[src/rtl/energy_pkg.sv]
package energy_pkg;
  localparam int unsigned N_CH   = 3;
  localparam int unsigned CH_DEL = 0;
  localparam int unsigned CH_RET = 1;
  localparam int unsigned CH_APP = 2;
endpackage

[src/rtl/energy_front.sv]
// Stage one: sign split, magnitude and V*I product, registered on acceptance.
module energy_front #(
  parameter int unsigned E_W   = 48,
  parameter int unsigned RMS_W = 24,
  parameter int unsigned ACC_W = 48
) (
  input  logic             clk,
  input  logic             rst_n,
  input  logic             take,
  input  logic [E_W-1:0]   energy,
  input  logic [RMS_W-1:0] v_rms,
  input  logic [RMS_W-1:0] i_rms,
  output logic             s_valid,
  output logic [ACC_W-1:0] del_inc,
  output logic [ACC_W-1:0] ret_inc,
  output logic [ACC_W-1:0] app_inc
);
  localparam int unsigned PROD_W = 2 * RMS_W;

  logic [E_W-1:0]    mag;
  logic [PROD_W-1:0] prod;
  logic              is_neg;

  assign is_neg = energy[E_W-1];
  assign mag    = ~energy + E_W'(1);
  assign prod   = PROD_W'(v_rms) * PROD_W'(i_rms);

  always_ff @(posedge clk or negedge rst_n) begin
    if (!rst_n) begin
      s_valid <= 1'b0;
      del_inc <= '0;
      ret_inc <= '0;
      app_inc <= '0;
    end else begin
      s_valid <= take;
      if (take) begin
        del_inc <= is_neg ? '0 : ACC_W'(energy);
        ret_inc <= is_neg ? ACC_W'(mag) : '0;
        app_inc <= ACC_W'(prod);
      end
    end
  end
endmodule

[src/rtl/wrap_acc.sv]
// One wrapping total; carry is combinational so the flag lands on the same edge.
module wrap_acc #(
  parameter int unsigned ACC_W = 48
) (
  input  logic             clk,
  input  logic             rst_n,
  input  logic             en,
  input  logic [ACC_W-1:0] inc,
  output logic [ACC_W-1:0] total,
  output logic             carry
);
  logic [ACC_W:0] sum;

  assign sum   = {1'b0, total} + {1'b0, inc};
  assign carry = en & sum[ACC_W];

  always_ff @(posedge clk or negedge rst_n) begin
    if (!rst_n)  total <= '0;
    else if (en) total <= sum[ACC_W-1:0];
  end
endmodule

[src/rtl/sticky_flags.sv]
// Set-priority sticky bits with write-one-to-clear.
module sticky_flags #(
  parameter int unsigned N = 3
) (
  input  logic         clk,
  input  logic         rst_n,
  input  logic [N-1:0] set,
  input  logic [N-1:0] clr,
  output logic [N-1:0] flags
);
  for (genvar b = 0; b < N; b++) begin : g_bit
    always_ff @(posedge clk or negedge rst_n) begin
      if (!rst_n)      flags[b] <= 1'b0;
      else if (set[b]) flags[b] <= 1'b1;
      else if (clr[b]) flags[b] <= 1'b0;
    end
  end
endmodule

[src/rtl/energy_totalizer.sv]
module energy_totalizer
  import energy_pkg::*;
#(
  parameter int unsigned E_W   = 48,
  parameter int unsigned RMS_W = 24,
  parameter int unsigned ACC_W = 48
) (
  input  logic                clk,
  input  logic                rst_n,
  input  logic                in_valid,
  output logic                in_ready,
  input  logic [E_W-1:0]      in_energy,
  input  logic [RMS_W-1:0]    in_v_rms,
  input  logic [RMS_W-1:0]    in_i_rms,
  input  logic [N_CH-1:0]     ovf_clr,
  output logic [ACC_W-1:0]    del_total,
  output logic [ACC_W-1:0]    ret_total,
  output logic [ACC_W-1:0]    app_total,
  output logic [N_CH-1:0]     ovf_flags
);
  logic             take;
  logic             stage_valid;
  logic [ACC_W-1:0] incs   [N_CH];
  logic [ACC_W-1:0] totals [N_CH];
  logic [N_CH-1:0]  carries;

  always_ff @(posedge clk or negedge rst_n) begin
    if (!rst_n) in_ready <= 1'b0;
    else        in_ready <= 1'b1;
  end

  assign take = in_valid & in_ready;

  energy_front #(.E_W(E_W), .RMS_W(RMS_W), .ACC_W(ACC_W)) u_front (
    .clk     (clk),
    .rst_n   (rst_n),
    .take    (take),
    .energy  (in_energy),
    .v_rms   (in_v_rms),
    .i_rms   (in_i_rms),
    .s_valid (stage_valid),
    .del_inc (incs[CH_DEL]),
    .ret_inc (incs[CH_RET]),
    .app_inc (incs[CH_APP])
  );

  for (genvar c = 0; c < N_CH; c++) begin : g_acc
    wrap_acc #(.ACC_W(ACC_W)) u_acc (
      .clk   (clk),
      .rst_n (rst_n),
      .en    (stage_valid),
      .inc   (incs[c]),
      .total (totals[c]),
      .carry (carries[c])
    );
  end

  sticky_flags #(.N(N_CH)) u_flags (
    .clk   (clk),
    .rst_n (rst_n),
    .set   (carries),
    .clr   (ovf_clr),
    .flags (ovf_flags)
  );

  assign del_total = totals[CH_DEL];
  assign ret_total = totals[CH_RET];
  assign app_total = totals[CH_APP];
endmodule

[config.mk]
export PLATFORM = sky130hd
export DESIGN_NAME = energy_totalizer
export DESIGN_NICKNAME = d
export VERILOG_FILES = /design/src/rtl/energy_pkg.sv /design/src/rtl/energy_front.sv /design/src/rtl/wrap_acc.sv /design/src/rtl/sticky_flags.sv /design/src/rtl/energy_totalizer.sv
export SDC_FILE = /design/constraint.sdc
export NUM_CORES = 2
export LEC_CHECK = 0
export BUFFER_PORTS_ARGS = -buffer_cell sky130_fd_sc_hd__buf_2
export CAP_MARGIN = 20
export CORE_MARGIN = 4
export CORE_UTILIZATION = 30
export CTS_CLUSTER_DIAMETER = 40
export DETAILED_ROUTE_END_ITERATION = 10
export PLACE_DENSITY = 0.57
export SYNTH_ARGS = -nofsm -noshare
export SYNTH_HDL_FRONTEND = slang
export SYNTH_HIERARCHICAL = 1
export SYNTH_SLANG_ARGS = --single-unit
[constraint.sdc]
create_clock -name clk -period 2.68 [get_ports clk]
set_clock_uncertainty 0.1 [all_clocks]
set_input_delay 0.402 -clock clk [delete_from_list [all_inputs] [get_ports clk]]
set_output_delay 0.402 -clock clk [all_outputs]
set_load 0.05 [all_outputs]
==> impl_metrics.env <==
export IMPL_period_share=2.22
export IMPL_initial_core_util=0.302
export IMPL_synth_async_reset_ratio=1.00
export IMPL_crit_fanout=4
export IMPL_crit_path_start_kind="input pin"
export IMPL_hold_viol=0
export IMPL_period_needed_ps=5950
export IMPL_clkTransAtPathRegs_ps=60
export IMPL_layout_common_cells="811 x buf_4, 580 x inv_1, 452 x nand2_1"
export IMPL_area_delta_synth_final_pct=42.3
export IMPL_final_cell_area_um2=56500
export IMPL_cts_made_buffers=50
export IMPL_crit_family="adder cells"
export IMPL_ys_seq_area_frac=0.184
export IMPL_fmaxAchievable_mhz=168
export IMPL_violations="negative setup slack"
export IMPL_fillers=12800
export IMPL_htree_levels=2
export IMPL_drt_iter0_markers=1761
export IMPL_worstPathRequired_ps=3070
export IMPL_grt_max_degree=66
export IMPL_dieHeight_um=372
export IMPL_synth_seq_cells=292
export IMPL_grt_pass1_wl_um=209000
export IMPL_report_final_slew_viol_count=0
export IMPL_core_area_um2=131000
export IMPL_wl_um=132000
export IMPL_antenna_left=0
export IMPL_cts_root_buf="clkbuf_16"
export IMPL_fin_ws_ps=-3270
export IMPL_crit_type="input pin to flop"
export IMPL_r2r_cells=12
export IMPL_cts_tree="built"
export IMPL_status="finished with violations"
export IMPL_cp_slowest_cell="fa_1"
export IMPL_setup_tns_ps=-134900
export IMPL_r2r_end="u_flags/flags[2]$_DFFE_PN0P_"
export IMPL_vias_per_cell=4.88
export IMPL_whs_endpoint="u_front/del_inc[1]$_DFFE_PN0P_"
export IMPL_clockBufferDepth=3
export IMPL_synthCells=4422
export IMPL_first_pass_iters=5
export IMPL_fp_row_count=133
export IMPL_grt_usage=0.190
export IMPL_worstHoldStart="in_energy[1]"
export IMPL_slew_headroom=0.432
export IMPL_synthFlopType="dfrtp_1"
export IMPL_cp_end_kind="flop"
export IMPL_portBuffers=249
export IMPL_rsz0062_at_grt="yes"
export IMPL_syn_avg_cell_area_um2=8.98
export IMPL_place_area_um2=50100
export IMPL_drc_errors=0
export IMPL_maxCapViolCount=0
export IMPL_worst_path_largest_cell_delay_ps=560
export IMPL_grt_pass1_vias=37800
export IMPL_num_vias=35300
export IMPL_hp_class="input pin to flop"
export IMPL_gp_congestion=0.906
export IMPL_crit_arrival_ps=6340
export IMPL_drive_above_1_share=0.387
export IMPL_antenna_found_initial=2
export IMPL_drt_wirelength_per_cell_um=18.2
export IMPL_final_common_cell="buf_4"
export IMPL_critPathBufInv=8
export IMPL_worst_slew_pin_slew_ps=851
export IMPL_fp_dieArea_um2=138000
export IMPL_synth_edf_count=0
export IMPL_r2r_start="g_acc[2].u_acc/total[0]$_DFFE_PN0P_"
export IMPL_dpl_hpwl_um=105000
export IMPL_crit_start="in_v_rms[19]"
export IMPL_io_pins=250
export IMPL_crit_top_cell="fa_1"
export IMPL_dp_slack_ps=-4200
export IMPL_synth_nets=5328
export IMPL_hold_depth=4
export IMPL_ys_warnings_count=6
export IMPL_netlist_area_um2=39700
export IMPL_ys_types=113
export IMPL_die_x_um=372
export IMPL_r2r_setup_slack_ps=-410
export IMPL_clk_latency_ps=630
export IMPL_nets=6357
export IMPL_grt_ovfl_total=0
export IMPL_clock_sinks=292
export IMPL_setup_viol=125
## worst max path at each step
stage	cells past startpoint	slack [ps]	to
after floorplan	24	-3660	u_front/app_inc[35]$_DFFE_PN0P_
after CTS	24	-3350	u_front/app_inc[35]$_DFFE_PN0P_
after global placement	24	-4140	u_front/app_inc[44]$_DFFE_PN0P_
after detailed placement	23	-4200	u_front/app_inc[37]$_DFFE_PN0P_
final	25	-3270	u_front/app_inc[33]$_DFFE_PN0P_
after global routing	23	-3420	u_front/app_inc[44]$_DFFE_PN0P_
## worst min-delay path: stages
cell	delay (ps)
buf_6	100
clkinv_4	40
buf_4	90
o31ai_1	60
## kinds of logic (layout without fill, tap and decap cells)
family / count (synthesis) / in the layout / share of synthesized area
AOI/OAI and AO/OA: 818 / 818 / 0.138
xor gates and xnor gates: 183 / 183 / 0.0404
adders and majority gates: 804 / 804 / 0.345
buffers and inverters: 878 / 1948 / 0.0851
DFF: 292 / 292 / 0.184
muxes: 132 / 132 / 0.0375
other: 2 / 3 / 0.000189
and+or+nand+nor: 1313 / 1313 / 0.169
## repair_timing
item / 4_1_cts / 5_1_grt
hold buffers: 12 / 0
endpoints found under the hold margin: 68 / 0
cloned: 2 / 1
endpoints found under the setup margin: 134 / 146
gates resized for setup: 521 / 279
pin swaps: 290 / 230
buffers inserted: 98 / 50
## state kept, by name, summed over array words and instances (netlist names)
name,cells
u_front/ret_inc,48
u_front/del_inc,47
u_front/app_inc,48
in_ready,1
u_front/s_valid,1
g_acc.u_acc/total,144
u_flags/flags,3
## per-layer routing
layer	global-route usage	part of all wire	vias to the layer above
li1	-	-	16700
met1	0.249	0.44	17800
met2	0.329	0.49	676
met3	0.0211	0.036	210
met4	0.0547	0.032	0
met5	0	0	-
## synthesized netlist by cell type, types with 10 or more instances
master / number / area share
a211oi_1: 20 / 0.0038
nand3b_1: 55 / 0.010
a31oi_1: 28 / 0.0044
nand3_1: 42 / 0.0053
nand2_1: 487 / 0.046
a211o_1: 10 / 0.0022
xnor2_1: 105 / 0.023
inv_1: 639 / 0.060
ha_1: 319 / 0.10
nor3_1: 53 / 0.0067
or3_1: 16 / 0.0025
o21bai_1: 24 / 0.0045
a21o_1: 114 / 0.022
o21ai_0: 158 / 0.020
dfrtp_1: 292 / 0.18
and3_1: 17 / 0.0027
o21a_1: 11 / 0.0021
nand4_1: 67 / 0.011
buf_2: 14 / 0.0018
mux2_2: 129 / 0.037
o31ai_1: 14 / 0.0026
fa_1: 485 / 0.24
nor4_1: 16 / 0.0025
a21oi_1: 231 / 0.029
clkbuf_1: 204 / 0.019
xor2_1: 78 / 0.017
nor2b_1: 29 / 0.0046
and2_1: 303 / 0.048
nor2_1: 147 / 0.014
o2bb2ai_1: 44 / 0.0097
nand2b_1: 19 / 0.0030
o211ai_1: 27 / 0.0051
or4_1: 15 / 0.0028
## layout make-up
class | instances | area (um^2) | area share
clock buffers | 58 | 1320 | 0.0234
clock inverters | 35 | 518 | 0.00917
well taps | 1755 | 2200 | 0.0389
repair buffers | 1214 | 9790 | 0.173
flip-flops and latches | 292 | 7420 | 0.131
multi-input cells | 3252 | 32800 | 0.581
inverters | 641 | 2430 | 0.0430
diodes | 1 | 2.50 | 0.0000443
## metrics by stage
stage          hold slack (ps)  std cells  utilization
4_1_cts                   16.6       7214        0.418
3_5_place_dp               325       7021        0.381
2_1_floorplan             6.41       4422            -
6_report                  40.6       7248        0.430
3_3_place_gp               325       7021        0.381
5_1_grt                   23.3       7247        0.430
Power is not shown: default switching activity piles up to over one toggle a cycle in this logic, so the estimate is an artifact.
